$ cat src/rtl/xbar_pkg.sv
package xbar_pkg;
  localparam int unsigned DEF_MASTERS = 5;
  localparam int unsigned DEF_SLAVES  = 3;
  localparam int unsigned DEF_ADDR_W  = 32;
  localparam int unsigned DEF_DATA_W  = 32;
  localparam int unsigned DEF_RESP_W  = 8;
endpackage

$ cat src/rtl/xbar_prio_pick.sv
// Lowest-index-wins selector: turns any vector into a one-hot-or-zero pick.
module xbar_prio_pick #(
  parameter int unsigned N = 4
) (
  input  logic [N-1:0] vec_i,
  output logic [N-1:0] pick_o
);
  always_comb begin
    logic hit;
    hit = 1'b0;
    for (int i = 0; i < N; i++) begin
      pick_o[i] = vec_i[i] & ~hit;
      hit       = hit | vec_i[i];
    end
  end

  always_comb begin
    p_onehot_r2: assert ($onehot0(pick_o));
    p_subset_r6: assert ((pick_o & ~vec_i) == '0);
    p_nonempty_r1: assert ((vec_i == '0) || (pick_o != '0));
  end

  for (genvar g = 1; g < N; g++) begin : g_low
    localparam logic [N-1:0] LOW_MASK = N'((64'd1 << g) - 64'd1);
    always_comb begin
      p_lowest_r1: assert (!(pick_o[g] && ((vec_i & LOW_MASK) != '0)));
    end
  end
endmodule

$ cat src/rtl/xbar_onehot_mux.sv
// AND-OR mux; select must be one-hot or zero, zero select yields zero.
module xbar_onehot_mux #(
  parameter int unsigned N = 4,
  parameter int unsigned W = 8
) (
  input  logic [N-1:0]        sel_i,
  input  logic [N-1:0][W-1:0] data_i,
  output logic [W-1:0]        data_o
);
  always_comb begin
    data_o = '0;
    for (int i = 0; i < N; i++) data_o = data_o | ({W{sel_i[i]}} & data_i[i]);
  end

  always_comb begin
    p_idle_zero_r3: assert ((sel_i != '0) || (data_o == '0));
  end
endmodule

$ cat src/rtl/xbar_fixed_prio.sv
module xbar_fixed_prio
  import xbar_pkg::*;
#(
  parameter int unsigned NUM_MASTERS = DEF_MASTERS,
  parameter int unsigned NUM_SLAVES  = DEF_SLAVES,
  parameter int unsigned ADDR_W      = DEF_ADDR_W,
  parameter int unsigned DATA_W      = DEF_DATA_W,
  parameter int unsigned RESP_W      = DEF_RESP_W
) (
  input  logic [NUM_MASTERS-1:0][NUM_SLAVES-1:0] req_i,
  input  logic [NUM_MASTERS-1:0][ADDR_W-1:0]     m_addr_i,
  input  logic [NUM_MASTERS-1:0][DATA_W-1:0]     m_data_i,
  input  logic [NUM_SLAVES-1:0][RESP_W-1:0]      s_resp_i,
  output logic [NUM_MASTERS-1:0][NUM_SLAVES-1:0] gnt_o,
  output logic [NUM_MASTERS-1:0]                 granted_o,
  output logic [NUM_SLAVES-1:0][ADDR_W-1:0]      s_addr_o,
  output logic [NUM_SLAVES-1:0][DATA_W-1:0]      s_data_o,
  output logic [NUM_MASTERS-1:0][RESP_W-1:0]     m_resp_o
);
  localparam int unsigned FWD_W = ADDR_W + DATA_W;

  logic [NUM_SLAVES-1:0][NUM_MASTERS-1:0] col_req, col_gnt;
  logic [NUM_MASTERS-1:0][NUM_SLAVES-1:0] resp_sel;
  logic [NUM_MASTERS-1:0][FWD_W-1:0]      fwd;
  logic [NUM_SLAVES-1:0][FWD_W-1:0]       fwd_out;

  // transpose request matrix into slave columns and grants back into rows
  for (genvar m = 0; m < NUM_MASTERS; m++) begin : g_tr_m
    for (genvar s = 0; s < NUM_SLAVES; s++) begin : g_tr_s
      assign col_req[s][m] = req_i[m][s];
      assign gnt_o[m][s]   = col_gnt[s][m];
    end
    assign fwd[m] = {m_addr_i[m], m_data_i[m]};
  end

  // per slave: arbitrate column, then route the winner's address and data
  for (genvar s = 0; s < NUM_SLAVES; s++) begin : g_slv
    xbar_prio_pick #(.N(NUM_MASTERS)) u_arb (
      .vec_i  (col_req[s]),
      .pick_o (col_gnt[s])
    );
    xbar_onehot_mux #(.N(NUM_MASTERS), .W(FWD_W)) u_fwd_mux (
      .sel_i  (col_gnt[s]),
      .data_i (fwd),
      .data_o (fwd_out[s])
    );
    assign s_addr_o[s] = fwd_out[s][FWD_W-1:DATA_W];
    assign s_data_o[s] = fwd_out[s][DATA_W-1:0];
  end

  // per master: lowest held slave drives the response
  for (genvar m = 0; m < NUM_MASTERS; m++) begin : g_mst
    xbar_prio_pick #(.N(NUM_SLAVES)) u_rsel (
      .vec_i  (gnt_o[m]),
      .pick_o (resp_sel[m])
    );
    xbar_onehot_mux #(.N(NUM_SLAVES), .W(RESP_W)) u_resp_mux (
      .sel_i  (resp_sel[m]),
      .data_i (s_resp_i),
      .data_o (m_resp_o[m])
    );
    assign granted_o[m] = |gnt_o[m];
  end

  always_comb begin
    for (int m = 0; m < NUM_MASTERS; m++) begin
      p_resp_idle_r4: assert (granted_o[m] || (m_resp_o[m] == '0));
      p_granted_req_r5: assert (!granted_o[m] || (req_i[m] != '0));
    end
  end
endmodule

$ cat config.mk
export PLATFORM = sky130hd
export DESIGN_NAME = xbar_fixed_prio
export DESIGN_NICKNAME = d
export VERILOG_FILES = /design/src/rtl/xbar_pkg.sv /design/src/rtl/xbar_prio_pick.sv /design/src/rtl/xbar_onehot_mux.sv /design/src/rtl/xbar_fixed_prio.sv
export SDC_FILE = /design/constraint.sdc
export NUM_CORES = 1
export LEC_CHECK = 0
export ABC_CLOCK_PERIOD_IN_PS = 2900
export BUFFER_PORTS_ARGS = -buffer_cell sky130_fd_sc_hd__buf_2
export CORE_AREA = 5 5 235 237
export DETAILED_ROUTE_END_ITERATION = 10
export DIE_AREA = 0 0 240 242
export PLACE_DENSITY = 0.41
export SLEW_MARGIN = 20
export SYNTH_ARGS = -nofsm -noshare
export SYNTH_HDL_FRONTEND = slang
export SYNTH_SLANG_ARGS = --single-unit
$ cat constraint.sdc
create_clock -name vclk -period 2.9
set_input_delay 0.29 -clock vclk [all_inputs]
set_output_delay 0.29 -clock vclk [all_outputs]
set_load 0.1 [all_outputs]
After elaboration in Yosys (flattened, before gate mapping)
Cells that the tools add are included.
{"block": "classes", "reduce_logical": 5, "bitwise_logic": 109}
{"op": "$and 64x64->64", "n": 15}
{"op": "$or 64x64->64", "n": 12}
{"op": "$and 8x8->8", "n": 15}
{"op": "$or 8x8->8", "n": 10}
{"op": "$and 1x1->1", "n": 22}
{"op": "$not 1->1", "n": 21}
{"op": "$reduce_or 3->1", "n": 5}
{"op": "$or 1x1->1", "n": 14}
{"block": "totals", "regBits": 0, "inputBits": 359, "output_inout_bits": 252, "elab_cells": 114}

Depth between registers and ports, before layout
Gate-level depths: netlist (run 1).
{"block": "logic_depth", "word_depth": 10, "mapped_depth": 7, "depth_no_buf": 5}

Hierarchy
From an unflattened synthesis (run 1), not the netlist that was laid out.
{"block": "unflattened", "cells_unflattened": 809, "hier_area_um2": 5800.6}
{"module": "xbar_onehot_mux at g_slv[0].u_fwd_mux ...", "seq_area_each_um2": 0.0, "area_each_um2": 1624.1, "cells_each": 227, "n_inst": 3}
{"module": "xbar_onehot_mux at g_mst[0].u_resp_mux ...", "seq_area_each_um2": 0.0, "area_each_um2": 120.1, "cells_each": 18, "n_inst": 5}
{"module": "xbar_prio_pick at g_slv[0].u_arb ...", "seq_area_each_um2": 0.0, "area_each_um2": 55.1, "cells_each": 6, "n_inst": 3}
{"module": "xbar_prio_pick at g_mst[0].u_rsel ...", "seq_area_each_um2": 0.0, "area_each_um2": 26.3, "cells_each": 3, "n_inst": 5}
{"module": "xbar_fixed_prio", "seq_area_each_um2": 0.0, "area_each_um2": 31.3, "cells_each": 5, "n_inst": 1}

Worst setup path after synthesis (run 1)
Ideal clock, no wire load.
{"block": "synth_timing", "path_kind": "input-to-output", "from": "input port req_i[2] in the netlist's numbering", "to": "output port m_resp_o[16] in the netlist's numbering", "t_arrival_ps": 3801, "cell_stages": 4, "n_path_buf": 1, "required_time_ps": 2610, "slack_ps": -1191, "path_cell_list": "buf_2 -> nor3b_2 -> nand3_1 -> a31oi_1"}
{"element": "start, declared", "line": "xbar_fixed_prio.sv:10", "text": "input logic [NUM_MASTERS-1:0][NUM_SLAVES-1:0] req_i,"}
{"element": "end, declared", "line": "xbar_fixed_prio.sv:18", "text": "output logic [NUM_MASTERS-1:0][RESP_W-1:0] m_resp_o"}

==> results.toml, run 1 <==
[route]
vias_per_cell = 5.60
drc = 0
num_vias = 13285
drt_iter0_markers = 1175
routed_wl_um = 62700
drtPass1Iterations = 6
drtAntennaViolNets = 0
wl_per_cell_um = 26.4

[flow_run]
cap_violations = 0

[global_route]
grtUsageTotal = 0.197
grt_max_degree = 148
grt_pass1_vias = 13270
antenna_found_initial = 9
grt_overflow = 0
grt_pass1_wl_um = 90300

[placed_design]
place_congestion = 0.900
portBuffers = 611
dpl_cell_area_um2 = 15100
dp_cells = 2367
dp_hpwl_um = 45700

[cts]
cts.repair.resized = 0
post_cts_buffers = 0
hold_buffers = 0

[final_layout]
regArea_um2 = 0
nFlopsAndLatches = 0
syn_to_final_growth_pct = 95.8
finalNonFillerCells = 2373
final_area_um2 = 15100
num-nets-final = 2032
drive_gt1_frac = 0.454
clockBufferCount = 0
fillers = 5639
final_util = 0.285

[synthesis]
synth_area_um2 = 7740
synth.distinct_cells = 34
synthAdderAreaFrac = 0
synth_nets = 1547
synthCells = 1188
synth_top_family_by_area = "compound AO/OA/AOI/OAI gates"
synthMuxAreaShare = 0
synth_compound_area_frac = 0.641
yosys_warnings = 0
synth_xor_area_frac = 0
synthSimpleGateAreaFrac = 0.225
seq_area_frac_synth = 0
postSynthAreaPerCell_um2 = 6.51

[sta]
rsz0062_at_grt = "no"
layout_worst_path_cycle_share = 0.866
setup_viol = 0
worst_pin_slew_ps = 736
max_freq_ghz = 0.398
finalHoldViolations = 0
finalMaxSlewViolations = 0
period_minus_slack_ps = 2510
slew_headroom = 0.510

[outcome]
status = "finished clean"

[hold_path]
hold_path_depth = 4
min_to = "s_data_o[4]"
hp-class = "input pin to output port"
hold_start = "m_data_i[100]"

[pwr]
total_leakage_power_uw = 0.00589
p_per_area_nw_per_um2 = 350
vdd_drop_max_mv = 0.174

[worst_setup_path]
crit_fanout = 41
required_ps = 2610
path_class = "input pin to output port"
cp-start-kind = "input pin"
crit_arrival_ps = 2220
worstSetupEndpointType = "output port"

[floorplan]
dieArea_um2 = 58100
start_util = 0.146
pin_count = 611
num_rows = 85
die_h_um = 242
core_um2 = 53100
die_w_um = 240
## kinds of logic (layout without fill, tap and decap cells)
| group | after synthesis | after routing |
|---|---|---|
| AOI/OAI and AO/OA | 576 | 576 |
| and+or+nand+nor | 373 | 373 |
| buffers and inverters | 239 | 722 |
| other | 0 | 6 |
## Yosys cell counts, drive strengths merged (11+ instances only)
master,n,area share
inv,69,0.033
a221oi,64,0.072
o211ai,128,0.12
a31oi,24,0.019
buf,37,0.036
nand3,32,0.021
clkbuf,131,0.064
nand2,217,0.11
nor2,17,0.0082
a32oi,128,0.14
nor3,11,0.0084
a22oi,128,0.12
nor2b,70,0.057
a21oi,16,0.010
o221ai,64,0.12
## cells in the final DEF (no fill, tap or decap), types with 7 or more instances in the layout
cell type  synthesis  routed
buf_2             10     381
buf_12             0     243
nand2_1          217     217
a22oi_1          128     128
a32oi_1          128     128
o211ai_1         128     128
inv_1             68      67
nor2b_1           70      65
a221oi_1          64      64
o221ai_2          62      62
nand3_1           32      32
buf_4              3      27
a21oi_1           16      16
nor2_1            17      16
a31oi_2            0      15
nor3_1             9       9
and3b_1            8       8
o21ai_1            0       8
a2bb2oi_2          0       8
o2111ai_1          8       8
or3_1              7       7
a31oi_4            0       7
## power by group
group,internal (µW),switching (µW),total [µW],leakage (µW)
registers,0,0,0,0
clock network,0.000277,0,0.000277,0.0000000380
logic,1690,3620,5310,0.00589
total,1690,3620,5310,0.00589
## stage by stage
| step | hold WS [ps] | TNS [ps] | power, µW | setup slack [ps] |
|---|---|---|---|---|
| floorplan | 792 | -819 | 3140 | -210 |
| global placement | 994 | 0 | 5280 | 483 |
| detailed placement | 994 | 0 | 5290 | 445 |
| CTS | 996 | 0 | 5300 | 437 |
| global route | 1010 | 0 | 5460 | 351 |
| finish | 999 | 0 | 5310 | 389 |
## critical path, stage by stage
cell	delay, ps
buf_2	140
or4b_1	730
inv_2	190
buf_12	240
a32oi_1	100
o211ai_1	220
buf_12	230
## layout make-up
cell class	instances	area, µm²	area share
tap	696	871	0.0575
multi-input combinational	949	7020	0.463
antenna	6	15.0	0.000991
timing repair buffer	651	6970	0.460
inverter	71	267	0.0176
## worst max path at each step
| stage | startpoint | endpoint | slack, ps | cells past startpoint |
|---|---|---|---|---|
| final | req_i[7] | s_addr_o[34] | 390 | 7 |
| after global routing | req_i[7] | s_addr_o[39] | 350 | 7 |
| after CTS | req_i[7] | s_addr_o[34] | 440 | 7 |
| after detailed placement | req_i[7] | s_addr_o[34] | 450 | 7 |
| after global placement | req_i[7] | s_addr_o[34] | 480 | 7 |
| after floorplan | req_i[6] | m_resp_o[32] | -210 | 6 |
## per-layer routing
metal	global-route usage	vias to the layer above	share of wire
met5	0	-	0.00011
met4	0.0584	2	0.031
met3	0.0397	122	0.10
met2	0.341	949	0.49
met1	0.245	6433	0.38
li1	-	5779	-
Power figures use the tool's default switching activity.
==> inputs of run 2 (changes only) <==
Settings changed: CELL_PAD_IN_SITES_DETAIL_PLACEMENT set to 0, CELL_PAD_IN_SITES_GLOBAL_PLACEMENT set to 1, CORE_AREA 5 5 235 237 to 5 5 237 239, DIE_AREA 0 0 240 242 to 0 0 242 244, PLACE_DENSITY 0.41 to 0.55.
==> run 2 against run 1 <==
  * Power fell by 8.3%
  * Fmax down 3.3%
  * Sequential share of layout area did not move
  * Critical path depth grew 1
  * Core utilization decreased by 2.7 points
  * Cell count grew 0.63%
  * Routed wire length increased by 2.2%
==> results.toml, run 2 (synthesis results as in run 1) <==
[final_layout]
regArea_um2 = 0
drive_gt1_frac = 0.459
fillers = 5972
num-nets-final = 2049
final_area_um2 = 13900
final_common_cell = "buf_2"
final_cell_mix = "buf_2, nand2_1, buf_12"
clockBufferCount = 0
final_util = 0.258
syn_to_final_growth_pct = 79.0
nFlopsAndLatches = 0

[hold_path]
hp-class = "input pin to output port"
hold_path_depth = 4
min_to = "s_addr_o[39]"
hold_start = "m_addr_i[7]"

[route]
wl_per_cell_um = 26.8
vias_per_cell = 5.60
routed_wl_um = 64100
num_vias = 13367
drt_iter0_markers = 1015
drc = 0
drtPass1Iterations = 6
drtAntennaViolNets = 0

[sta]
max_freq_ghz = 0.385
layout_worst_path_cycle_share = 0.895
setup_viol = 0
worst_pin_slew_ps = 786
worst_slack_ps = 304
whs_ps = 1060
slew_headroom = 0.476
finalHoldViolations = 0
period_minus_slack_ps = 2600
finalMaxSlewViolations = 0
rsz0062_at_grt = "no"

[outcome]
status = "finished clean"

[placed_design]
dp_hpwl_um = 47600
place_congestion = 0.929
portBuffers = 611
preCtsSetupSlack_ps = 290
dpl_cell_area_um2 = 13800

[floorplan]
core_um2 = 53600
die_w_um = 242
num_rows = 85
dieArea_um2 = 59000
pin_count = 611
die_h_um = 244
start_util = 0.144

[global_route]
grt_overflow = 0
grt_max_degree = 144
grt_pass1_vias = 13681
grtUsageTotal = 0.199
antenna_found_initial = 7
grt_pass1_wl_um = 93400

[worst_setup_path]
cp_cell_sequence = "buf_2, or4b_1, clkinv_2, buf_12, buf_4, a32oi_1, o211ai_1, buf_12"
crit_fanout = 53
crit_arrival_ps = 2310
cpPeakStageDelay_ps = 570
worstSetupEndpointType = "output port"
cp-start-kind = "input pin"
required_ps = 2610
crit_slowest_cell = "or4b_1"
crit_path_frequent_cell = "buf_12"
path_class = "input pin to output port"

[cts]
post_cts_buffers = 0
cts.repair.resized = 0
hold_buffers = 0

[flow_run]
cap_violations = 0

[pwr]
p_per_area_nw_per_um2 = 351
total_leakage_power_uw = 0.00547
p_total_uw = 4870
vdd_drop_max_mv = 0.198
[run 2: cell count changes in the layout (fill, tap and decap cells not counted), sizes merged]
cell and change:
clkinv +2, buf +17, inv -2, diode -2
[run 2: worst max-delay path by stage]
stage                        start      endpoint  slack, ps  cells after the start
after floorplan           req_i[6]  m_resp_o[32]       -210                      6
after global placement    req_i[7]  s_data_o[45]        300                      8
after detailed placement  req_i[7]  s_data_o[44]        290                      8
after CTS                 req_i[7]  s_data_o[44]        290                      8
after global routing      req_i[7]  s_data_o[50]        210                      8
final                     req_i[7]  s_data_o[44]        300                      8
[run 2: metrics by stage]
| step | std cells | TNS, ps |
|---|---|---|
| after floorplan | 1188 | -819 |
| after global placement | 2384 | 0 |
| after detailed placement | 2384 | 0 |
| after CTS | 2384 | 0 |
| after global routing | 2387 | 0 |
| final | 2388 | 0 |
[run 2: critical path, delay by kind of cell]
| kind | cells | cell delay [ps] |
|---|---|---|
| compound gates | 2 | 270 |
| simple gates | 1 | 570 |
| buf+inv | 5 | 1130 |
[run 2: routing by layer]
metal | global-route usage | vias to the layer above | routed length, µm
met1 | 0.243 | 6638 | 25400
met4 | 0.0436 | 6 | 1400
met2 | 0.357 | 816 | 31900
met3 | 0.0467 | 96 | 5300
li1 | - | 5811 | -
met5 | 0 | - | 46
[run 2: cell type report]
cell class,count,area [µm²],area share
Antenna cell,4,10.0,0.000723
Timing Repair Buffer,668,5680,0.410
Tap cell,696,871,0.0629
Multi-Input combinational cell,949,7020,0.507
Inverter,71,269,0.0194
[run 2: power by group]
group          switching (µW)  internal [µW]  leakage (µW)
Combinational            3560           1310       0.00547
Sequential                  0              0             0
Clock                       0       0.000100  0.0000000227
